## src/rtl/pulse_gen_pkg.sv

```systemverilog
package pulse_gen_pkg;
  typedef enum logic {ST_IDLE = 1'b0, ST_RUN = 1'b1} gen_state_e;
endpackage

```

## src/rtl/pulse_gen_trig.sv

```systemverilog
module pulse_gen_trig (
  input  logic clk_i,
  input  logic rst_ni,
  input  logic start_i,
  input  logic sync_i,
  input  logic sync_en_i,
  output logic trig_o
);
  logic sync_q;

  always_ff @(posedge clk_i or negedge rst_ni) begin
    if (!rst_ni) sync_q <= 1'b0;
    else         sync_q <= sync_i;
  end

  assign trig_o = start_i | (sync_en_i & sync_i & ~sync_q);
endmodule

```

## src/rtl/pulse_gen_seq.sv

```systemverilog
module pulse_gen_seq
  import pulse_gen_pkg::*;
#(
  parameter int RW = 8
) (
  input  logic          clk_i,
  input  logic          rst_ni,
  input  logic          enable_i,
  input  logic          oneshot_i,
  input  logic          trig_i,
  input  logic          wrap_i,
  input  logic [RW-1:0] repeat_i,
  output logic          run_o,
  output logic          mode_o,
  output logic [RW-1:0] rep_o,
  output logic          load_o,
  output logic          adv_o
);
  gen_state_e    state_q;
  logic          mode_q;
  logic [RW-1:0] rep_q;
  logic          running, last, start, reload;

  assign running = (state_q == ST_RUN);
  assign last    = mode_q && (rep_q == '0);
  assign start   = !running && enable_i && (!oneshot_i || trig_i);
  assign reload  = running && enable_i && wrap_i && !last;

  always_ff @(posedge clk_i or negedge rst_ni) begin
    if (!rst_ni) begin
      state_q <= ST_IDLE;
      mode_q  <= 1'b0;
      rep_q   <= '0;
    end else if (start) begin
      state_q <= ST_RUN;
      mode_q  <= oneshot_i;
      rep_q   <= repeat_i;
    end else if (running) begin
      if (!enable_i || (wrap_i && last)) state_q <= ST_IDLE;
      else if (reload && mode_q)         rep_q   <= rep_q - 1'b1;
    end
  end

  assign run_o  = running;
  assign mode_o = mode_q;
  assign rep_o  = rep_q;
  assign load_o = start | reload;
  assign adv_o  = running & enable_i & ~wrap_i;
endmodule

```

## src/rtl/pulse_gen_cnt.sv

```systemverilog
module pulse_gen_cnt #(
  parameter int PW = 32
) (
  input  logic          clk_i,
  input  logic          rst_ni,
  input  logic          load_i,
  input  logic          adv_i,
  input  logic [PW-1:0] period_i,
  input  logic [PW-1:0] duty_i,
  input  logic          first_lvl_i,
  output logic [PW-1:0] cnt_o,
  output logic [PW-1:0] per_o,
  output logic [PW-1:0] duty_o,
  output logic          lvl_o,
  output logic          wrap_o,
  output logic          first_o
);
  logic [PW-1:0] cnt_q, per_q, duty_q;
  logic          lvl_q;

  // shadow values move only on load, i.e. start or period boundary
  always_ff @(posedge clk_i or negedge rst_ni) begin
    if (!rst_ni) begin
      cnt_q  <= '0;
      per_q  <= '0;
      duty_q <= '0;
      lvl_q  <= 1'b0;
    end else if (load_i) begin
      cnt_q  <= '0;
      per_q  <= period_i;
      duty_q <= duty_i;
      lvl_q  <= first_lvl_i;
    end else if (adv_i) begin
      cnt_q  <= cnt_q + 1'b1;
    end else begin
      cnt_q  <= '0;
    end
  end

  assign cnt_o   = cnt_q;
  assign per_o   = per_q;
  assign duty_o  = duty_q;
  assign lvl_o   = lvl_q;
  assign wrap_o  = (cnt_q == per_q);
  assign first_o = (cnt_q < duty_q);
endmodule

```

## src/rtl/pulse_gen.sv

```systemverilog
module pulse_gen #(
  parameter int PW = 32,
  parameter int RW = 8
) (
  input  logic          clk_i,
  input  logic          rst_ni,
  input  logic          enable_i,
  input  logic          oneshot_i,
  input  logic          start_i,
  input  logic          sync_i,
  input  logic          sync_en_i,
  input  logic [PW-1:0] period_i,
  input  logic [PW-1:0] duty_i,
  input  logic          first_lvl_i,
  input  logic          idle_lvl_i,
  input  logic [RW-1:0] repeat_i,
  output logic          pwm_o,
  output logic          event_o,
  output logic          done_o
);
  logic          trig, run, mode, load, adv, wrap, first, lvl;
  logic [RW-1:0] rep;
  logic [PW-1:0] cnt, per, duty;

  pulse_gen_trig u_trig (
    .clk_i     (clk_i),
    .rst_ni    (rst_ni),
    .start_i   (start_i),
    .sync_i    (sync_i),
    .sync_en_i (sync_en_i),
    .trig_o    (trig)
  );

  pulse_gen_seq #(.RW(RW)) u_seq (
    .clk_i     (clk_i),
    .rst_ni    (rst_ni),
    .enable_i  (enable_i),
    .oneshot_i (oneshot_i),
    .trig_i    (trig),
    .wrap_i    (wrap),
    .repeat_i  (repeat_i),
    .run_o     (run),
    .mode_o    (mode),
    .rep_o     (rep),
    .load_o    (load),
    .adv_o     (adv)
  );

  pulse_gen_cnt #(.PW(PW)) u_cnt (
    .clk_i       (clk_i),
    .rst_ni      (rst_ni),
    .load_i      (load),
    .adv_i       (adv),
    .period_i    (period_i),
    .duty_i      (duty_i),
    .first_lvl_i (first_lvl_i),
    .cnt_o       (cnt),
    .per_o       (per),
    .duty_o      (duty),
    .lvl_o       (lvl),
    .wrap_o      (wrap),
    .first_o     (first)
  );

  assign pwm_o   = run ? (first ? lvl : ~lvl) : idle_lvl_i;
  assign event_o = run & wrap;
  assign done_o  = event_o & mode & (rep == '0);
endmodule

```

## config.mk

```make
export PLATFORM = sky130hd
export DESIGN_NAME = pulse_gen
export DESIGN_NICKNAME = d
export VERILOG_FILES = /design/src/rtl/pulse_gen_pkg.sv /design/src/rtl/pulse_gen_trig.sv /design/src/rtl/pulse_gen_seq.sv /design/src/rtl/pulse_gen_cnt.sv /design/src/rtl/pulse_gen.sv
export SDC_FILE = /design/constraint.sdc
export NUM_CORES = 1
export LEC_CHECK = 0
export ABC_AREA = 1
export BUFFER_PORTS_ARGS = -buffer_cell sky130_fd_sc_hd__buf_2
export CAP_MARGIN = 20
export CELL_PAD_IN_SITES_DETAIL_PLACEMENT = 0
export CELL_PAD_IN_SITES_GLOBAL_PLACEMENT = 1
export CORE_ASPECT_RATIO = 0.9
export CORE_UTILIZATION = 28
export CTS_CLUSTER_SIZE = 14
export DETAILED_ROUTE_END_ITERATION = 16
export PLACE_DENSITY_LB_ADDON = 0.1
export SYNTH_ARGS = -nofsm -noshare
export SYNTH_HDL_FRONTEND = slang
export SYNTH_SLANG_ARGS = --single-unit
```

## constraint.sdc

```tcl
create_clock -name clk_i -period 1.85 [get_ports clk_i]
set_input_delay 0.37 -clock clk_i [delete_from_list [all_inputs] [get_ports clk_i]]
set_output_delay 0.37 -clock clk_i [all_outputs]
set_load 0.05 [all_outputs]
```

Word-level counts from Yosys, hierarchy flattened --
Cells that the tools add are included.
Word-level totals: logic and storage cells 54, output and inout port bits 3, register bits 108
Operators by class: eq/ne operators 2, reduce and logical (&&, ||, !) cells 18, add/subtract/negate cells 2, mux-type cells 11, bitwise operators 12, magnitude comparators 1
Operators by type and width (number):
- 32-bit two-way mux | 2
- 32-bit by 1-bit adder with 32-bit output, second input constant | 1
- 32-bit == test | 1
- 32-bit less-than comparator | 1
- 8-bit two-way mux | 4
- 1-bit logical AND | 8
- 8-bit zero test | 1
- 8-bit by 1-bit subtractor with 8-bit output, second input constant | 1
- 1-bit bitwise AND | 7
- 1-bit two-way mux | 5
- 1-bit zero test | 4
- 2-bit nonzero test | 2
- 1-bit inverter | 3
- 3-bit AND reduction | 1
- 1-bit logical OR | 2
- 2-bit by 1-bit inequality test with 1-bit output, second input constant | 1
- 1-bit bitwise OR | 2

Logic depth before layout (Yosys ltp) --
Gate-level depths: netlist of the first run.
word-level depth 9, gate-level depth with buffers 15, depth with buffers taken out 15

Modules after synthesis --
A second synthesis of the first run with hierarchy kept.
Unflattened totals: cells, all modules 759, area, all modules 6319.8 sq um
Modules (own cells, without submodules):
- pulse_gen_cnt | cells each 620, area an instance 5411.4 sq um, sequential area each 2427.3 sq um, times used 1
- pulse_gen_seq | cells each 112, area an instance 774.5 sq um, sequential area each 250.2 sq um, times used 1
- pulse_gen | cells each 22, area an instance 92.6 sq um, sequential area each 0.0 sq um, times used 1
- pulse_gen_trig | cells each 5, area an instance 41.3 sq um, sequential area each 25.0 sq um, times used 1

Least setup slack after synthesis of the first run --
OpenSTA, ideal clock, no wires.
kind flip-flop to output port, start register u_cnt.cnt_q[18], in the netlist u_cnt.cnt_o[18], end output port done_o, data required time 1480 ps, stages on the path, launching flop included 8, setup slack -806 ps, data arrival time 2286 ps, path buffers 1, cell sequence dfrtp_1 > buf_2 > xor2_1 > nor3_2 > nand2_1 > nor2_4 > nand2_1 > nor3b_1
Between the ends: longest elaborated chain between the ends 4
RTL lines:
- start, declared | RTL line pulse_gen_cnt.sv:18 | logic [PW-1:0] cnt_q, per_q, duty_q;
- start signal, assigned | RTL line pulse_gen_cnt.sv:34 | cnt_q <= cnt_q + 1'b1;
- 32-bit == test | RTL line pulse_gen_cnt.sv:44 | assign wrap_o = (cnt_q == per_q);
- 1-bit bitwise AND | RTL line pulse_gen.sv:66 | assign event_o = run & wrap;
- 1-bit bitwise AND (2 in series) | RTL line pulse_gen.sv:67 | assign done_o = event_o & mode & (rep == '0);
- end, declared | RTL line pulse_gen.sv:19 | output logic done_o
Every way passes these cells.

Worst setup path in the final report of the first run --
start register u_cnt.cnt_q[22], in the netlist u_cnt.cnt_o[22], end output port pwm_o
Between the ends: longest elaborated chain between the ends 3
RTL lines:
- 32-bit less-than comparator | RTL line pulse_gen_cnt.sv:45 | assign first_o = (cnt_q < duty_q);
- 1-bit two-way mux (2 in series) | RTL line pulse_gen.sv:65 | assign pwm_o = run ? (first ? lvl : ~lvl) : idle_lvl_i;
- end, declared | RTL line pulse_gen.sv:17 | output logic pwm_o,
Every way passes these cells.

==> results of run 1 <==
==> layout make-up <==
| class | instances | area share [%] |
|---|---|---|
| inverters | 84 | 3.23 |
| clock inverters | 7 | 1.01 |
| well taps | 286 | 3.67 |
| multi-input cells | 558 | 39.5 |
| flip-flops and latches | 108 | 27.7 |
| clock buffers | 9 | 2.31 |
| repair buffers | 246 | 22.5 |
==> through the flow <==
stage                     utilization, %  hold slack [ns]  cells  TNS, ns  worst slack, ns
after global placement              36.6            0.380   1236   -22.34           -0.492
after detailed placement            36.6            0.382   1236   -20.60           -0.460
after floorplan                        -           0.0744    774   -0.248           -0.132
after global routing                46.3            0.121   1298   -58.22           -0.757
final                               46.3            0.124   1298   -43.70           -0.661
after CTS                           44.7            0.108   1297   -28.63           -0.718
==> report_power, final <==
part           internal, mW  total [mW]  switching [mW]
Combinational          2.63        5.40            2.77
Clock                  1.20        2.18           0.982
Sequential             3.14        3.55           0.418
==> per-layer routing <==
layer | share of wire (%) | global-route usage [%] | wire (µm)
met1 | 49 | 30.2 | 11000
met2 | 47 | 33.7 | 10300
met3 | 3.3 | 3.11 | 728
met4 | 0.73 | 3.99 | 162
met5 | 0 | 0 | 0
==> cells in the final DEF (no fill, tap or decap), drive strengths merged <==
cell,synthesis,final
and3,1,1
dfrtp,108,108
or2,2,2
inv,84,85
ha,34,34
dlygate4sd3,0,1
a31o,1,1
clkbuf,5,9
xnor2,19,19
nor4,7,7
nor3b,3,3
clkinv,0,3
o21ai,59,59
nand3,53,53
o22ai,6,6
o21a,1,1
nand2,217,217
o31ai,1,1
a21oi,17,17
o211ai,1,1
bufinv,0,2
nand4,13,13
clkinvlp,0,1
buf,19,245
xor2,21,21
nor3,27,27
a31oi,1,1
nor2,74,74
==> logic make-up after synthesis <==
kind of cell	count (synthesis)
buf+inv	108
simple gates	397
compound gates	87
xor+xnor	40
fa+ha+maj	34
flops	108
==> final timing paths <==
| check | cells after the start | slack [ns] | end |
|---|---|---|---|
| max | 11 | -0.66 | pwm_o |
| min | 1 | 0.12 | u_trig.sync_q |
| max reg2reg | 17 | -0.53 | u_seq.rep_o[5] |
| min reg2reg | 2 | 0.53 | u_cnt.duty_o[1] |
| max in group asynchronous | 3 | 0.67 | u_cnt.per_o[10] |
| min in group asynchronous | 2 | 0.54 | u_cnt.cnt_o[5] |
==> registers in the layout, summed over array words and instances, names as in the netlist <==
name,cells
u_seq.mode_o,1
u_cnt.lvl_o,1
u_seq.rep_o,8
u_cnt.per_o,32
u_cnt.duty_o,32
u_seq.run_o,1
u_trig.sync_q,1
u_cnt.cnt_o,32
==> timing repair <==
action / in CTS / in global routing
endpoints found under the setup margin: 109 / 109
pin swaps: 33 / 34
gates cloned: 18 / 0
hold endpoints to repair: 27 / 0
buffers inserted: 30 / 19
hold buffers: 1 / 0
gates resized for setup: 223 / 145
==> results.md, run 1 <==
* 0.533 ns — transition time at the pin with the least slew margin
* 44.2% — proportion of netlist area held by the largest area contributor
* true — setup repair after global routing missed its margin
* 3 — # H-tree levels
* 0.0104 ns — Final Skew
* complete, but fails checks — outcome
* clkbuf_16 — root buffer selected by CTS
* 2.51 ns — minimum clock period after layout
* 32 — count of distinct cell types in the synthesized netlist
* 889 — Post-Synthesis Net Count
* 774 — instance count of the mapped netlist
* 4.78 nW — reported leakage power
* 108 — flip-flop and latch count after synthesis
* 142 µm — vertical extent of the die
* 9760 µm² — Final Instance Area
* 109 — total of endpoints with negative setup slack in the final report
* 1140 nW/µm² — Power per Cell Area
* 100% — async set-or-reset flop fraction in the synthesized netlist
* 7720 µm² — Area after DPL
* u_cnt.cnt_o[7] — launch point of the worst reg-to-reg path
* 5.73% — xor and xnor fraction of the mapped netlist area
* 0 — warnings from Yosys
* 0 — number of max-cap violations
* done — clock tree from TritonCTS
* 14.3 mm — placed wire-length estimate
* primary input to flop — hold crit path type
* 158 µm — chip width
* 512 µV — worst-case vdd ir drop
* 3860 µm² — Multi-input gate area
* ha_1, nand2_1, nor2_1, nor2_1, nand3_2, a21oi_4, nand2_2, nand2_2, nand3_2, nand2_4, buf_8 — Cell Chain, Critical Path
* 22.2 mm — routed wire length
* 0.08 ns — clock slew at reported path FFs
* 0 — Overflow after GRT
* 34.9 mm — wire length of the first global-routing pass
* 9 — number of buffers created by CTS
* 0 — count of flip-flops with a built-in enable after synthesis
* 34 — maximum number of pins on one net before global-route repair
* 84 — number of top-level design ports
* 83 — number of port buffers
* 0 — ANT nets after route
* 0.36 ns — insertion delay of the later-clocked pin in the worst-skew pair
* 6110 µm² — area of the mapped netlist
* 3 — largest fanout on the critical path
* flop — Critical Path Start Type
* 2,113 — fillcell total
* 0% — post-synthesis mux area share
* 4.56 — via-per-instance ratio
* 29.0% — starting density of the core
* -0.661 ns — fin worst setup slack
* nand2_1 — top-count cell post-synth
* 5,924 — via total after detailed routing
* 136% — period utilization
* 0 — ant diodes
* 1.48 ns — worst endpoint required time
* 0 — antenna violations before repair
* 6.96% — arithmetic-cell share of the synthesized area counting full adders, half adders and majority gates
* sync_i — hold path startpoint
* 21.1% — total track usage
* 59.7% — signed area change from the synthesized netlist to the final layout
* 21,100 µm² — Core Area
* 7.45% — post-synthesis compound-gate area fraction
* setup timing — failing checks
* 44.2% — sequential area share after synthesis
* 64.5% — worst slew margin relative to its limit
* 398 MHz — Achievable Freq
* 0 — number of slew-limit violations in the final report
* 50 — Cell Rows
* u_cnt.cnt_o[22] — critical path launch point
* simple AND/OR/NAND/NOR gates — combinational family with the most area after synthesis
* 7.89 µm² — syn_area_per_cell
* 1 — Critical path buffers and inverters
* 195 — number of violations reported at the end of detailed-routing iteration 0
* dfrtp_1 — area leader, netlist
* 0 — number of remaining DRC errors
* 1,122 — number of nets in the finished design
* flop to output port — WS Path Type
* dfrtp_1 (44%), nand2_1 (13%), ha_1 (7.0%) — largest cells by area after synthesis
* dfrtp_1 — predominant post-synthesis flop cell
* output port — Worst Setup End Kind
* 2 — maximum count of clock buffers along a single path
* 2.14 ns — data arrival at the endpoint of the critical path
* 2710 µm² — storage element area
* dfrtp_2 — cell with the biggest individual delay on the critical path
* 0 — number of endpoints with negative hold slack in the final report
* 28.2% — simple-gate share of the synthesized area
* 46.1% — fraction of layout instances using a drive strength above 1
* 4 — detailed-router iteration count before antenna repair
* 17.1 µm — average routed wire per standard cell
* 108 — count of clock tree sinks
* 6,188 — vias in the first global route
* 11.1 mW — Overall Power
* nand2_1 (215), dfrtp_1 (108), inv_1 (80) — top post-synthesis cells by count
* 0.46 ns — worst stage delay on the critical path
* 22,400 µm² — full die area
* 0.845 — GPL Wtd Cong
* simple AND/OR/NAND/NOR gates — CP top delay family
Power figures use the tool's default switching activity.
==> run 2: changes to the inputs <==
Settings changed: REMOVE_ABC_BUFFERS set to 1.
==> run 2 against run 1 <==
Critical endpoint is now event_o. Worst setup slack lost 0.025 ns. Fmax fell by 0.99%. First-iteration DRC count is 24% higher. Final cell count is 0.54% lower. Sequential power about the same. Highest routed layer unchanged. Largest power group unchanged. Clock skew barely moved. The flow still finishes with violations (setup timing). Cell area shrank 1.4%. Sequential share of layout area is 0.34 points higher. Die area is the same. Flip-flop and latch count unchanged.
==> results.md, run 2 (synthesized netlist as in run 1, its figures left out) <==
* clkbuf_16 — root buffer selected by CTS
* 0.08 ns — clock slew at reported path FFs
* -0.543 ns — pre-CTS setup slack
* 21,100 µm² — Core Area
* 22,400 µm² — full die area
* 0 — number of max-cap violations
* 0 — number of remaining DRC errors
* 1,291 — count of placed standard cells in the final layout, fillers left out
* 6,016 — vias in the first global route
* nand2_1 — most common cell after layout, fill and taps aside
* 0.852 — GPL Wtd Cong
* 29.0% — starting density of the core
* 0.36 ns — insertion delay of the later-clocked pin in the worst-skew pair
* 34.2 mm — wire length of the first global-routing pass
* 43.2% — fraction of layout instances using a drive strength above 1
* 84 — number of top-level design ports
* 57.5% — signed area change from the synthesized netlist to the final layout
* flop to output port — WS Path Type
* nand2_1 (145), dfrtp_1 (108), buf_4 (104) — most frequent cells in the layout
* 0 — antenna violations before repair
* 1,229 — Placed Cells
* 0.536 ns — transition time at the pin with the least slew margin
* 0.0104 ns — Final Skew
* complete, but fails checks — outcome
* 4.56 — via-per-instance ratio
* 83 — number of port buffers
* 0 — ANT nets after route
* true — setup repair after global routing missed its margin
* 56 — maximum number of pins on one net before global-route repair
* 21.6 mm — routed wire length
* 33.1% — Seq pwr share
* 38.0% — fraction of power spent switching nets
* 5,893 — via total after detailed routing
* -0.686 ns — fin worst setup slack
* 1.48 ns — worst endpoint required time
* 158 µm — chip width
* 0 — number of endpoints with negative hold slack in the final report
* 2.17 ns — data arrival at the endpoint of the critical path
* 137% — period utilization
* 17.8% — proportion of power drawn by the clock network
* 0 — ant diodes
* done — clock tree from TritonCTS
* 9 — number of buffers created by CTS
* 4 — detailed-router iteration count before antenna repair
* 1,115 — number of nets in the finished design
* 64.2% — worst slew margin relative to its limit
* 16.7 µm — average routed wire per standard cell
* 241 — number of violations reported at the end of detailed-routing iteration 0
* 142 µm — vertical extent of the die
* 3 — largest fanout on the critical path
* 108 — count of clock tree sinks
* 2.54 ns — minimum clock period after layout
* 0 — Overflow after GRT
* output port — Worst Setup End Kind
* -0.47 ns — reg-to-reg slack, setup
* 50 — Cell Rows
* 6.66 mW — Internal Pwr Total
* 49.1% — relative contribution of combinational cells to total power
* 0 — CTS Hold Bufs
* 394 MHz — Achievable Freq
* 14.0 mm — placed wire-length estimate
* primary input to async pin — hold crit path type
* 1120 nW/µm² — Power per Cell Area
* 20.6% — total track usage
* 0 — number of slew-limit violations in the final report
* setup timing — failing checks
* 3 — # H-tree levels
* 4.09 mW — P_sw
* flop — Critical Path Start Type
* 109 — total of endpoints with negative setup slack in the final report
* 4.59 nW — reported leakage power
* 2 — maximum count of clock buffers along a single path
* 486 µV — worst-case vdd ir drop
* 2,120 — fillcell total
-- run 2: changes by cell type in the layout (fill, tap and decap cells not counted), moves of 7 or more --
cell and delta:
nand2_1 +20, buf_6 -11, nand2_4 -15, o21ai_1 +11
nor2_4 +7, buf_16 +7, o21ai_2 -13
-- run 2: metal layers --
layer  vias up  global-route usage [%]  wire [µm]
li1       2959                       -          -
met1      2837                    27.7      10200
met2        83                    35.0      10500
met3        14                    2.77        610
met4         0                    3.99        284
met5         -                       0          0
-- run 2: stage by stage --
stage	power [mW]	setup TNS, ns	utilization [%]	instance area [µm²]	hold slack, ns
6_report	10.7	-37.54	45.6	9620	0.0112
5_1_grt	11.5	-49.08	45.6	9620	0.0307
4_1_cts	10.7	-52.23	44.5	9380	0.0236
3_5_place_dp	7.07	-24.86	36.3	7650	0.422
3_3_place_gp	6.99	-23.41	36.3	7650	0.416
2_1_floorplan	5.58	-38.61	-	5970	0.0744
-- run 2: repair_timing --
item	in CTS	in global routing
cloned	20	0
buffers inserted	32	11
resized for setup	199	115
pin swaps	30	28
endpoints found under the setup margin	109	109
-- run 2: layout make-up --
cell class	instances	area, µm²	share of cell area [%]
multi-input cells	559	3750	39.0
inverters	84	315	3.28
flip-flops and latches	108	2700	28.1
clock inverters	4	32.5	0.338
clock buffers	12	246	2.56
well taps	286	358	3.72
repair buffers	238	2220	23.1
-- run 2: worst paths after layout --
kind                                  start                to  cells past startpoint
max                         u_cnt.cnt_o[23]           event_o                     11
min                                  rst_ni  u_cnt.duty_o[16]                      2
max reg2reg                 u_cnt.cnt_o[23]   u_cnt.duty_o[4]                     15
min reg2reg                u_cnt.duty_o[15]  u_cnt.duty_o[15]                      2
max in group asynchronous            rst_ni   u_cnt.cnt_o[28]                      2
min in group clk_i                   sync_i     u_trig.sync_q                      1
-- run 2: worst max-delay path, stage by stage (launching register included) --
cell     delay (ns)
dfrtp_1        0.43
buf_6          0.15
xnor2_2        0.17
nand2_1        0.09
nor3_2         0.19
nand2_2        0.10
nor2_4         0.14
buf_6          0.12
nand2_4        0.05
buf_6          0.12
nor2_2         0.08
buf_6          0.16
-- run 2: power by group through the flow --
stage          Combinational [mW]  Sequential, mW  Clock, mW
2_1_floorplan                2.10            3.48          0
3_3_place_gp                 3.42            3.56          0
3_5_place_dp                 3.49            3.58          0
4_1_cts                      5.20            3.54       2.00
5_1_grt                      5.85            3.63       2.06
6_report                     5.28            3.55       1.92
